==> config.mk <==
export PLATFORM = sky130hd
export DESIGN_NAME = sr_deadtime_ctrl
export DESIGN_NICKNAME = d
export VERILOG_FILES = /design/src/rtl/srm_pkg.sv /design/src/rtl/srm_cfg_port.sv /design/src/rtl/srm_phase_slice.sv /design/src/rtl/sr_deadtime_ctrl.sv
export SDC_FILE = /design/constraint.sdc
export NUM_CORES = 1
export LEC_CHECK = 0
export BUFFER_PORTS_ARGS = -buffer_cell sky130_fd_sc_hd__buf_2
export CAP_MARGIN = 20
export CORE_UTILIZATION = 41
export DETAILED_ROUTE_END_ITERATION = 16
export SLEW_MARGIN = 10
export SYNTH_ARGS = -nofsm -noshare
export SYNTH_HDL_FRONTEND = slang
export SYNTH_SLANG_ARGS = --single-unit
==> constraint.sdc <==
create_clock -name clk -period 29.4 [get_ports clk]
set_clock_uncertainty 0.1 [all_clocks]
set_input_delay 7.35 -clock clk [delete_from_list [all_inputs] [get_ports clk]]
set_output_delay 7.35 -clock clk [all_outputs]
set_load 0.005 [all_outputs]
==> src/rtl/srm_pkg.sv <==
// Shared definitions for the SR deadtime controller.
package srm_pkg;
    localparam int ADDR_W    = 5;
    localparam int DMIN_ADDR = 16;
    localparam int NENT      = 16;

    typedef enum logic [1:0] {
        MODE_CCM  = 2'd0,
        MODE_DCM  = 2'd1,
        MODE_SKIP = 2'd2
    } srm_mode_e;
endpackage

==> src/rtl/srm_cfg_port.sv <==
// Serial configuration port plus deadtime table and minimum-duty register.
// Assumes frames arrive MSB first, one bit per clock while ser_en_i is high;
// a frame commits on the falling edge of ser_en_i only if exactly FW bits came.
module srm_cfg_port
    import srm_pkg::*;
#(
    parameter int CW      = 10,
    parameter int TW      = 10,
    parameter int DEF_ON  = 2,
    parameter int DEF_OFF = 2
) (
    input  logic          clk,
    input  logic          rst_n,
    input  logic          ser_en_i,
    input  logic          ser_dat_i,
    input  logic [3:0]    rd_idx_i,
    output logic [TW-1:0] rd_ton_o,
    output logic [TW-1:0] rd_toff_o,
    output logic [CW-1:0] dmin_o,
    output logic [TW-1:0] min_ton_o
);
    localparam int DW  = 2 * TW;
    localparam int FW  = ADDR_W + DW;
    localparam int BCW = $clog2(FW + 2);

    logic [FW-1:0]     sh_q;
    logic [BCW-1:0]    bcnt_q;
    logic              en_q;
    logic [TW-1:0]     ton_q  [NENT];
    logic [TW-1:0]     toff_q [NENT];
    logic [CW-1:0]     dmin_q;
    logic              commit;
    logic              frame_end;
    logic [ADDR_W-1:0] waddr;

    assign frame_end = en_q && !ser_en_i;
    assign commit    = frame_end && (bcnt_q == BCW'(FW));
    assign waddr     = sh_q[FW-1 -: ADDR_W];

    // Shift in serial bits and count them, saturating just past a full frame.
    always_ff @(posedge clk) begin
        if (!rst_n) begin
            sh_q   <= '0;
            bcnt_q <= '0;
            en_q   <= 1'b0;
        end else begin
            en_q <= ser_en_i;
            if (ser_en_i) begin
                sh_q <= {sh_q[FW-2:0], ser_dat_i};
                if (bcnt_q != BCW'(FW + 1)) bcnt_q <= bcnt_q + 1'b1;
            end else begin
                bcnt_q <= '0;
            end
        end
    end

    // Deadtime table write on a committed frame addressed to an entry.
    always_ff @(posedge clk) begin
        if (!rst_n) begin
            for (int e = 0; e < NENT; e++) begin
                ton_q[e]  <= TW'(DEF_ON);
                toff_q[e] <= TW'(DEF_OFF);
            end
        end else if (commit && (waddr < ADDR_W'(NENT))) begin
            ton_q[waddr[3:0]]  <= sh_q[DW-1 -: TW];
            toff_q[waddr[3:0]] <= sh_q[TW-1:0];
        end
    end

    // Minimum-duty register write.
    always_ff @(posedge clk) begin
        if (!rst_n)                                   dmin_q <= '0;
        else if (commit && waddr == ADDR_W'(DMIN_ADDR)) dmin_q <= sh_q[CW-1:0];
    end

    // Smallest turn-on deadtime in the table, used as the CCM reference.
    always_comb begin
        min_ton_o = ton_q[0];
        for (int e = 1; e < NENT; e++)
            if (ton_q[e] < min_ton_o) min_ton_o = ton_q[e];
    end

    assign rd_ton_o  = ton_q[rd_idx_i];
    assign rd_toff_o = toff_q[rd_idx_i];
    assign dmin_o    = dmin_q;

    AST_BAD_FRAME_KEEPS_DMIN: assert property (@(posedge clk) disable iff (!rst_n)
        (frame_end && bcnt_q != BCW'(FW)) |=> $stable(dmin_q));
    AST_BAD_FRAME_KEEPS_E0: assert property (@(posedge clk) disable iff (!rst_n)
        (frame_end && bcnt_q != BCW'(FW)) |=> $stable(ton_q[0]));
endmodule

==> src/rtl/srm_phase_slice.sv <==
// One phase: latches the period parameters at its own period start and forms
// registered PWM and SR gates from the next phase count, so each output bit
// matches the count the top holds in the same cycle.
// Assumes TW <= CW and that the shared count advances by one every clock.
module srm_phase_slice
    import srm_pkg::*;
#(
    parameter int CW  = 10,
    parameter int TW  = 10,
    parameter int OFS = 0
) (
    input  logic          clk,
    input  logic          rst_n,
    input  logic [CW-1:0] cnt_n_i,
    input  logic [CW-1:0] duty_i,
    input  logic [CW-1:0] dmin_i,
    input  logic [TW-1:0] ton_i,
    input  logic [TW-1:0] toff_i,
    input  logic [TW-1:0] min_ton_i,
    output logic          pwm_o,
    output logic          sr_o,
    output logic [1:0]    mode_o
);
    localparam int P  = 2 ** CW;
    localparam int SW = CW + 2;

    logic [CW-1:0] pc_n;
    logic [CW-1:0] d_q, d_n;
    logic [TW-1:0] ton_q, ton_n, toff_q, toff_n;
    logic          skip_q, skip_n, srok_q, srok_n;
    srm_mode_e     mode_q, mode_n;
    logic [SW-1:0] s_edge, r_edge;
    logic          pwm_q, sr_q, pwm_n, sr_n;

    assign pc_n = cnt_n_i + CW'(OFS);

    // Snapshot the period parameters when this phase's count wraps to zero.
    always_comb begin
        d_n    = d_q;
        ton_n  = ton_q;
        toff_n = toff_q;
        skip_n = skip_q;
        srok_n = srok_q;
        mode_n = mode_q;
        if (pc_n == '0) begin
            d_n    = duty_i;
            ton_n  = ton_i;
            toff_n = toff_i;
            skip_n = duty_i < dmin_i;
            srok_n = (SW'(duty_i) + SW'(toff_i) + SW'(ton_i)) < SW'(P);
            if (duty_i < dmin_i)        mode_n = MODE_SKIP;
            else if (ton_i == min_ton_i) mode_n = MODE_CCM;
            else                         mode_n = MODE_DCM;
        end
    end

    // SR set and reset edges: set at D+td_off, reset at P-td_on.
    always_comb begin
        s_edge = SW'(d_n) + SW'(toff_n);
        r_edge = SW'(P) - SW'(ton_n);
        pwm_n  = !skip_n && (pc_n < d_n);
        sr_n   = !skip_n && srok_n && (SW'(pc_n) >= s_edge) && (SW'(pc_n) < r_edge);
    end

    // Latched parameters and registered gate outputs.
    always_ff @(posedge clk) begin
        if (!rst_n) begin
            d_q    <= '0;
            ton_q  <= '0;
            toff_q <= '0;
            skip_q <= 1'b1;
            srok_q <= 1'b0;
            mode_q <= MODE_SKIP;
            pwm_q  <= 1'b0;
            sr_q   <= 1'b0;
        end else begin
            d_q    <= d_n;
            ton_q  <= ton_n;
            toff_q <= toff_n;
            skip_q <= skip_n;
            srok_q <= srok_n;
            mode_q <= mode_n;
            pwm_q  <= pwm_n;
            sr_q   <= sr_n;
        end
    end

    assign pwm_o  = pwm_q;
    assign sr_o   = sr_q;
    assign mode_o = mode_q;

    AST_NO_SHOOT_THROUGH: assert property (@(posedge clk) disable iff (!rst_n)
        !(pwm_q && sr_q));
    AST_SKIP_QUIET: assert property (@(posedge clk) disable iff (!rst_n)
        (mode_q == MODE_SKIP) |-> (!pwm_q && !sr_q));
    AST_SR_SUPPRESSED: assert property (@(posedge clk) disable iff (!rst_n)
        !srok_q |-> !sr_q);
    AST_DUTY_HELD: assert property (@(posedge clk) disable iff (!rst_n)
        (pc_n != '0) |=> $stable(d_q));
endmodule

==> src/rtl/sr_deadtime_ctrl.sv <==
// Top: shared period counter, configuration port and one slice per phase.
// Assumes the period is a power of two (2**CW counts) and NPH divides it.
module sr_deadtime_ctrl
    import srm_pkg::*;
#(
    parameter int NPH     = 4,
    parameter int CW      = 10,
    parameter int TW      = 10,
    parameter int LW      = 4,
    parameter int DEF_ON  = 2,
    parameter int DEF_OFF = 2
) (
    input  logic             clk,
    input  logic             rst_n,
    input  logic [CW-1:0]    duty_i,
    input  logic [LW-1:0]    load_i,
    input  logic             ser_en_i,
    input  logic             ser_dat_i,
    output logic [NPH-1:0]   pwm_o,
    output logic [NPH-1:0]   sr_o,
    output logic [2*NPH-1:0] mode_o
);
    localparam int P    = 2 ** CW;
    localparam int PSTP = P / NPH;

    logic [CW-1:0] cnt_q, cnt_n;
    logic [TW-1:0] ton, toff, min_ton;
    logic [CW-1:0] dmin;

    assign cnt_n = cnt_q + 1'b1;

    // Free-running period counter shared by all phases.
    always_ff @(posedge clk) begin
        if (!rst_n) cnt_q <= '0;
        else        cnt_q <= cnt_n;
    end

    srm_cfg_port #(.CW(CW), .TW(TW), .DEF_ON(DEF_ON), .DEF_OFF(DEF_OFF)) cfg_i (
        .clk       (clk),
        .rst_n     (rst_n),
        .ser_en_i  (ser_en_i),
        .ser_dat_i (ser_dat_i),
        .rd_idx_i  (load_i[LW-1 -: 4]),
        .rd_ton_o  (ton),
        .rd_toff_o (toff),
        .dmin_o    (dmin),
        .min_ton_o (min_ton)
    );

    for (genvar p = 0; p < NPH; p++) begin : g_phase
        srm_phase_slice #(.CW(CW), .TW(TW), .OFS(p * PSTP)) slice_i (
            .clk       (clk),
            .rst_n     (rst_n),
            .cnt_n_i   (cnt_n),
            .duty_i    (duty_i),
            .dmin_i    (dmin),
            .ton_i     (ton),
            .toff_i    (toff),
            .min_ton_i (min_ton),
            .pwm_o     (pwm_o[p]),
            .sr_o      (sr_o[p]),
            .mode_o    (mode_o[2*p +: 2])
        );
    end

    AST_CNT_WRAP: assert property (@(posedge clk) disable iff (!rst_n)
        (cnt_q == CW'(P - 1)) |=> (cnt_q == '0));
endmodule

Yosys cells after proc, flatten, opt, wreduce, memory -nomap -nowiden
Memories as Yosys holds them, arrays and structs flattened.
Cells that the tools add are included.
{"block": "totals", "regBits": 195, "ramBits": 320, "inputBits": 18, "out_inout_bits": 16, "word_cells": 167, "memories": 2}
{"memory": "cfg_i.toff_q", "depth": 16, "word_bits": 10, "rd": 1, "rd_clocked_by_memory_dff": 0, "wr": 16, "line_no": "srm_cfg_port.sv:30", "source": "logic [TW-1:0] toff_q [NENT];"}
{"memory": "cfg_i.ton_q", "depth": 16, "word_bits": 10, "rd": 17, "rd_clocked_by_memory_dff": 0, "wr": 16, "line_no": "srm_cfg_port.sv:29", "source": "logic [TW-1:0] ton_q [NENT];"}
{"block": "classes", "n_addsub": 15, "n_lt_le_gt_ge": 30, "eq_ne": 4, "n_mux": 47, "reduce_logical": 32}
{"cell": "$mux W10", "count": 29}
{"cell": "$lt A10 B10 Y1", "count": 20}
{"cell": "$add A10 B10 Y11", "count": 5}
{"cell": "$ge A10 B12 Y1", "count": 4}
{"cell": "$lt A10 B12 Y1", "count": 4}
{"cell": "$sub A11 B10 Y12 const A", "count": 4}
{"cell": "$logic_not A10 Y1", "count": 4}
{"cell": "$add A10 B10 Y10 const B", "count": 2}
{"cell": "$logic_and A1 B1 Y1", "count": 20}
{"cell": "$reduce_or A10 Y1", "count": 2}
{"cell": "$mux W1", "count": 15}
{"cell": "$add A12 B10 Y12", "count": 1}
{"cell": "$lt A12 B11 Y1 const B", "count": 1}
{"cell": "$add A10 B1 Y10 const B", "count": 1}
{"cell": "$add A10 B9 Y10 const B", "count": 1}
{"cell": "$eq A10 B10 Y1", "count": 1}
{"cell": "$eq A5 B5 Y1 const B", "count": 2}
{"cell": "$mux W4", "count": 2}
{"cell": "$add A5 B1 Y5 const B", "count": 1}
{"cell": "$logic_not A1 Y1", "count": 5}
{"cell": "$lt A5 B5 Y1 const B", "count": 1}
{"cell": "$ne A5 B5 Y1 const B", "count": 1}
{"cell": "$mux W2", "count": 1}
{"cell": "$reduce_and A2 Y1", "count": 1}

Longest topological paths before layout
An unclocked memory read counts as a cell.
{"block": "depth", "ltp_word": 34, "ltp_mapped": 188, "ltp_nobuf": 172}

Modules after synthesis
From an unflattened synthesis, not the netlist that was laid out.
{"block": "hier_totals", "hier_cells": 3617, "hier_area_um2": 36744.0}
{"mod": "srm_cfg_port", "instances": 1, "cells_per_inst": 1914, "area_each_um2": 22233.8, "seq_area_each_um2": 10430.0}
{"mod": "srm_phase_slice at g_phase[0].slice_i", "instances": 1, "cells_per_inst": 415, "area_each_um2": 3548.4, "seq_area_each_um2": 720.7}
{"mod": "srm_phase_slice at g_phase[1].slice_i", "instances": 1, "cells_per_inst": 409, "area_each_um2": 3529.6, "seq_area_each_um2": 720.7}
{"mod": "srm_phase_slice at g_phase[3].slice_i", "instances": 1, "cells_per_inst": 411, "area_each_um2": 3508.4, "seq_area_each_um2": 720.7}
{"mod": "srm_phase_slice at g_phase[2].slice_i", "instances": 1, "cells_per_inst": 417, "area_each_um2": 3458.3, "seq_area_each_um2": 720.7}
{"mod": "sr_deadtime_ctrl", "instances": 1, "cells_per_inst": 51, "area_each_um2": 465.4, "seq_area_each_um2": 200.2}

Worst setup path before layout
OpenSTA, ideal clock, no wires.
{"block": "synth_path", "kind": "reg-to-reg", "from": "memory cfg_i.ton_q[1][7]", "to": "register g_phase[1].slice_i.mode_q[0]", "setup_ns": 0.120, "arrival_time_ns": 29.953, "required_ns": 29.180, "path_slack_ns": -0.774, "path_stages_with_launch": 179, "path_buffers": 18, "period_less_slack_ns": 30.174, "cell_sequence": "edfxtp_1 -> ha_1 -> a211oi_1 -> nor2_1 -> a211o_1 -> nor2_2 -> clkbuf_1 -> nor2_1 -> a21oi_1 -> ha_1 -> and4_1 -> a221oi_2 -> o21ai_0 -> a21o_1 -> nand2_1 -> o21ai_1 -> clkbuf_1 -> a21oi_1 -> [143 not listed] -> mux2i_1 -> inv_1 -> ha_1 -> nor2b_1 -> o21ai_0 -> nand2b_1 -> a21oi_1 -> nor2b_1 -> o21ai_0 -> nand2b_1 -> a21o_1 -> nor3_1 -> a21oi_2 -> or4_1 -> o41ai_2 -> o2111ai_1 -> o211ai_1 -> a21boi_1"}
{"item": "from (decl)", "line_no": "srm_cfg_port.sv:29"}
{"item": "to (signal assigned)", "line_no": "srm_phase_slice.sv:82", "source": "mode_q <= mode_n;"}
{"item": "to (decl)", "line_no": "srm_phase_slice.sv:31", "source": "srm_mode_e mode_q, mode_n;"}

==> results.py <==
metrics = {
    "pwr": {
        "p_sw_mw": 1.88,
        "vdd_drop_max_v": 0.000102,
        "power_frac_seq": 0.182,
        "swShare": 0.420,
        "clkPwrFrac": 0.165,
        "p_comb_frac": 0.653,
        "power_mw": 4.47,
        "intPower_mw": 2.59,
        "leakage_nw": 16.5,
        "powerDensity_mw_per_mm2": 113,
    },
    "routing": {
        "num_vias": 24800,
        "routed_wl_um": 96000,
        "route.met2.wl_um": 45600,
        "drc": 0,
        "highest_layer": "met5",
        "wl_met1_um": 43200,
        "wl_met3_um": 5000,
        "routedWlPerCell_um": 21.4,
        "vias_per_cell": 5.52,
        "drt-initial-drc-count": 2079,
        "antenna_left": 0,
        "drtPass1Iterations": 6,
    },
    "layout": {
        "layout.cells.non_filler": 4490,
        "drive_gt1_frac": 0.217,
        "nFillCells": 7328,
        "fin_util": 0.489,
        "stdcell_area_mm2": 0.0396,
        "nets": 3708,
        "area_growth_pct": 17.3,
    },
    "flow_run": {
        "drv_cap": 0,
    },
    "grt": {
        "grt_pass1_wl_um": 143000,
        "grt_pass1_vias": 23400,
        "grt_max_degree": 154,
        "grtUsageTotal": 0.224,
        "grt_overflow": 0,
        "antenna_found_initial": 6,
    },
    "place": {
        "io_buffer_count": 33,
        "gp_congestion": 0.914,
        "dpl_cell_area_mm2": 0.0357,
        "dp.cells": 4301,
        "dp_hpwl_um": 66000,
    },
    "worst_setup_path": {
        "end_kind": "flip-flop",
        "slowest_delay_ps": 490,
        "cpMaxStageDelayCell": "or4_1",
        "r2r-end": "g_phase[1].slice_i.mode_o[0]$_SDFFE_PN0N_",
        "worstSetupPathType": "reg2reg",
        "reg2reg_from": "cfg_i.ton_q[0][8]$_SDFFCE_PN0P_",
        "critPathMaxFanout": 8,
        "cp.arrival_ps": 28790,
        "crit_top_cell": "ha_4",
        "reg2regPathDepth": 160,
        "start_kind": "flip-flop",
        "reg2reg_slack_ps": 990,
        "worst_ep_required_time_ps": 29780,
    },
    "sta": {
        "relSlewSlack": 0.256,
        "finalHoldViolCount": 0,
        "finalCritPeriodShare": 0.966,
        "max_clock_freq_ghz": 0.0352,
        "slew_violations": 0,
        "finalCriticalPeriod_ps": 28410,
        "worstMarginPinSlew_ps": 1110,
        "setup_violations": 0,
    },
    "worst_hold_path": {
        "worstHoldPathType": "reg2reg",
        "hold_start": "g_phase[2].slice_i.mode_o[0]$_SDFFE_PN0P_",
        "whs_path_depth": 2,
        "holdPathEnd": "g_phase[2].slice_i.mode_o[0]$_SDFFE_PN0P_",
    },
    "clock_tree": {
        "clockRootBuffer": "clkbuf_16",
        "h-tree-depth": 2,
        "path_clk_slew_ps": 60,
        "clock_path_buffers": 3,
        "cts_sinks": 515,
        "cts_tree": "built",
        "cts_made_buffers": 56,
        "clkLatencyLatePin_ps": 640,
    },
    "die": {
        "start_util": 0.417,
        "io_pins": 34,
        "die_w_um": 289,
        "core_region_area_mm2": 0.0809,
        "die_area_mm2": 0.0834,
        "die_y_um": 289,
        "rows": 104,
    },
    "yosys": {
        "synthDistinctLibCells": 106,
        "ys_warn_count": 0,
        "syn_inst": 3233,
        "syn_avg_cell_area_um2": 10.4,
        "ys_seq_elements": 515,
        "synth_nets": 3561,
        "syn_area_mm2": 0.0337,
        "ys_seq_area_frac": 0.401,
        "async_reset_ff_frac": 0,
        "synth_edf_count": 320,
        "ys.flop_type": "edfxtp_1",
    },
    "outcome": {
        "outcome": "finished clean",
    },
}
## how the worst max path moves through the flow
| stage | from | end |
|---|---|---|
| 2_1_floorplan | cfg_i.ton_q[1][7]$_SDFFCE_PN0P_ | g_phase[1].slice_i.mode_o[0]$_SDFFE_PN0N_ |
| 3_3_place_gp | cfg_i.ton_q[1][7]$_SDFFCE_PN0P_ | g_phase[2].slice_i.mode_o[0]$_SDFFE_PN0P_ |
| 3_5_place_dp | cfg_i.ton_q[0][8]$_SDFFCE_PN0P_ | g_phase[1].slice_i.mode_o[0]$_SDFFE_PN0N_ |
| 4_1_cts | cfg_i.ton_q[0][8]$_SDFFCE_PN0P_ | g_phase[1].slice_i.mode_o[0]$_SDFFE_PN0N_ |
| 5_1_grt | cfg_i.ton_q[1][8]$_SDFFCE_PN0P_ | g_phase[1].slice_i.mode_o[0]$_SDFFE_PN0N_ |
| 6_report | cfg_i.ton_q[0][8]$_SDFFCE_PN0P_ | g_phase[1].slice_i.mode_o[0]$_SDFFE_PN0N_ |
## cell families after synthesis
| family | count (synthesis) | synth area share |
|---|---|---|
| adders and majority gates | 313 | 0.117 |
| AOI/OAI and AO/OA | 583 | 0.115 |
| muxes | 280 | 0.122 |
| and+or+nand+nor | 1081 | 0.177 |
| DFF | 515 | 0.401 |
| buffers and inverters | 366 | 0.0423 |
| xor gates and xnor gates | 95 | 0.0247 |
## layer usage
metal / GRT usage / vias to the layer above
li1: - / 11900
met1: 0.307 / 12100
met2: 0.370 / 618
met3: 0.0332 / 142
met4: 0.0583 / 6
met5: 0 / -
## stage by stage
step | hold WS (ps) | setup TNS, ps | worst slack (ps)
2_1_floorplan | 342 | 0 | 25.4
3_3_place_gp | 340 | -48.0 | -24.4
3_5_place_dp | 348 | -3090 | -793
4_1_cts | 356 | 0 | 30.5
5_1_grt | 365 | -2600 | -679
6_report | 356 | 0 | 994
## power by group through the flow
stage	registers (mW)	clock network, mW	logic [mW]
after floorplan	0.814	0	1.61
after global placement	0.826	0	2.12
after detailed placement	0.826	0	2.12
after CTS	0.811	0.748	2.19
after global routing	0.815	0.775	3.18
final	0.813	0.738	2.92
## flip-flops by register name (all words and copies together), names as in the netlist
name / cells
cfg_i.sh_q: 25
g_phase.slice_i.toff_q: 40
g_phase.slice_i.sr_o: 4
cfg_i.bcnt_q: 5
cfg_i.ton_q: 160
g_phase.slice_i.d_q: 40
cfg_i.en_q: 1
g_phase.slice_i.mode_o: 8
cfg_i.toff_q: 160
g_phase.slice_i.pwm_o: 4
g_phase.slice_i.srok_q: 4
g_phase.slice_i.ton_q: 40
cfg_i.dmin_o: 10
g_phase.slice_i.skip_q: 4
cnt_q: 10
## cell usage after synthesis (7+ instances only)
cell	number	area, um2
o21ai_0	116	581
nand4_1	19	119
a211o_1	7	61.3
nand2_1	187	702
buf_4	11	82.6
mux4_2	100	2250
a31oi_1	13	81.3
and3_1	27	169
mux2i_1	131	1310
nor2_1	131	492
a211oi_1	16	120
nand2b_1	59	369
o211ai_1	29	218
o31ai_1	11	82.6
dfxtp_1	195	3900
nor2b_1	168	1050
o21bai_1	26	195
a21oi_1	174	871
o21ai_1	12	60.1
o22ai_1	8	50.1
o21a_1	8	60.1
buf_1	23	86.3
and4_1	9	78.8
nand3_1	36	180
ha_1	305	3820
inv_1	204	766
clkbuf_1	123	462
xnor2_1	62	543
and2_1	351	2200
mux2_2	46	518
a21o_1	59	443
nor3_1	22	110
xor2_1	33	289
or3_1	39	244
edfxtp_1	320	9610
## critical path: cells and delay by family, from the launching register on
family	cells	cell delay (ps)
adders and majority gates	16	3830
DFF	1	410
and+or+nand+nor	49	6970
buffers and inverters	20	2330
muxes	6	1480
AOI/OAI and AO/OA	69	13110
## area by class of cell
cell class / instances / area (um2) / area share
multi-input cells: 2356 / 20100 / 0.509
flip-flops and latches: 515 / 13500 / 0.342
repair buffers: 247 / 1870 / 0.0472
clock buffers: 88 / 1730 / 0.0438
well taps: 1060 / 1330 / 0.0335
inverters: 204 / 766 / 0.0194
clock inverters: 18 / 200 / 0.00506
diodes: 2 / 5.00 / 0.000127
## cell usage in the layout, fill, tap and decap left out, types with 14 or more instances in the layout
master / count
a21oi_1: 134
nand3_1: 33
and2_1: 349
or3_1: 37
mux2_2: 45
nor3_1: 14
inv_2: 16
nor2b_1: 167
nand4_1: 19
o21ai_1: 30
clkbuf_8: 17
buf_4: 200
buf_2: 31
a21oi_2: 37
o21bai_1: 25
o211ai_1: 29
xor2_1: 33
dfxtp_1: 195
xnor2_1: 62
edfxtp_1: 320
nand2_1: 174
mux4_2: 100
and3_1: 26
a211oi_1: 15
o21ai_2: 28
nor2_1: 116
ha_1: 275
a21o_1: 59
o21ai_0: 63
mux2i_1: 124
ha_4: 28
inv_1: 188
clkbuf_16: 59
nand2b_1: 58
## repair_timing
action                                  CTS  global route
resized for setup                        22           264
buffers inserted                          9            65
gates cloned                              2             7
hold buffers                              0             0
endpoints found under the setup margin    4             4
pin swaps                                10           108
Note: power is estimated with default switching activity, not from simulation.
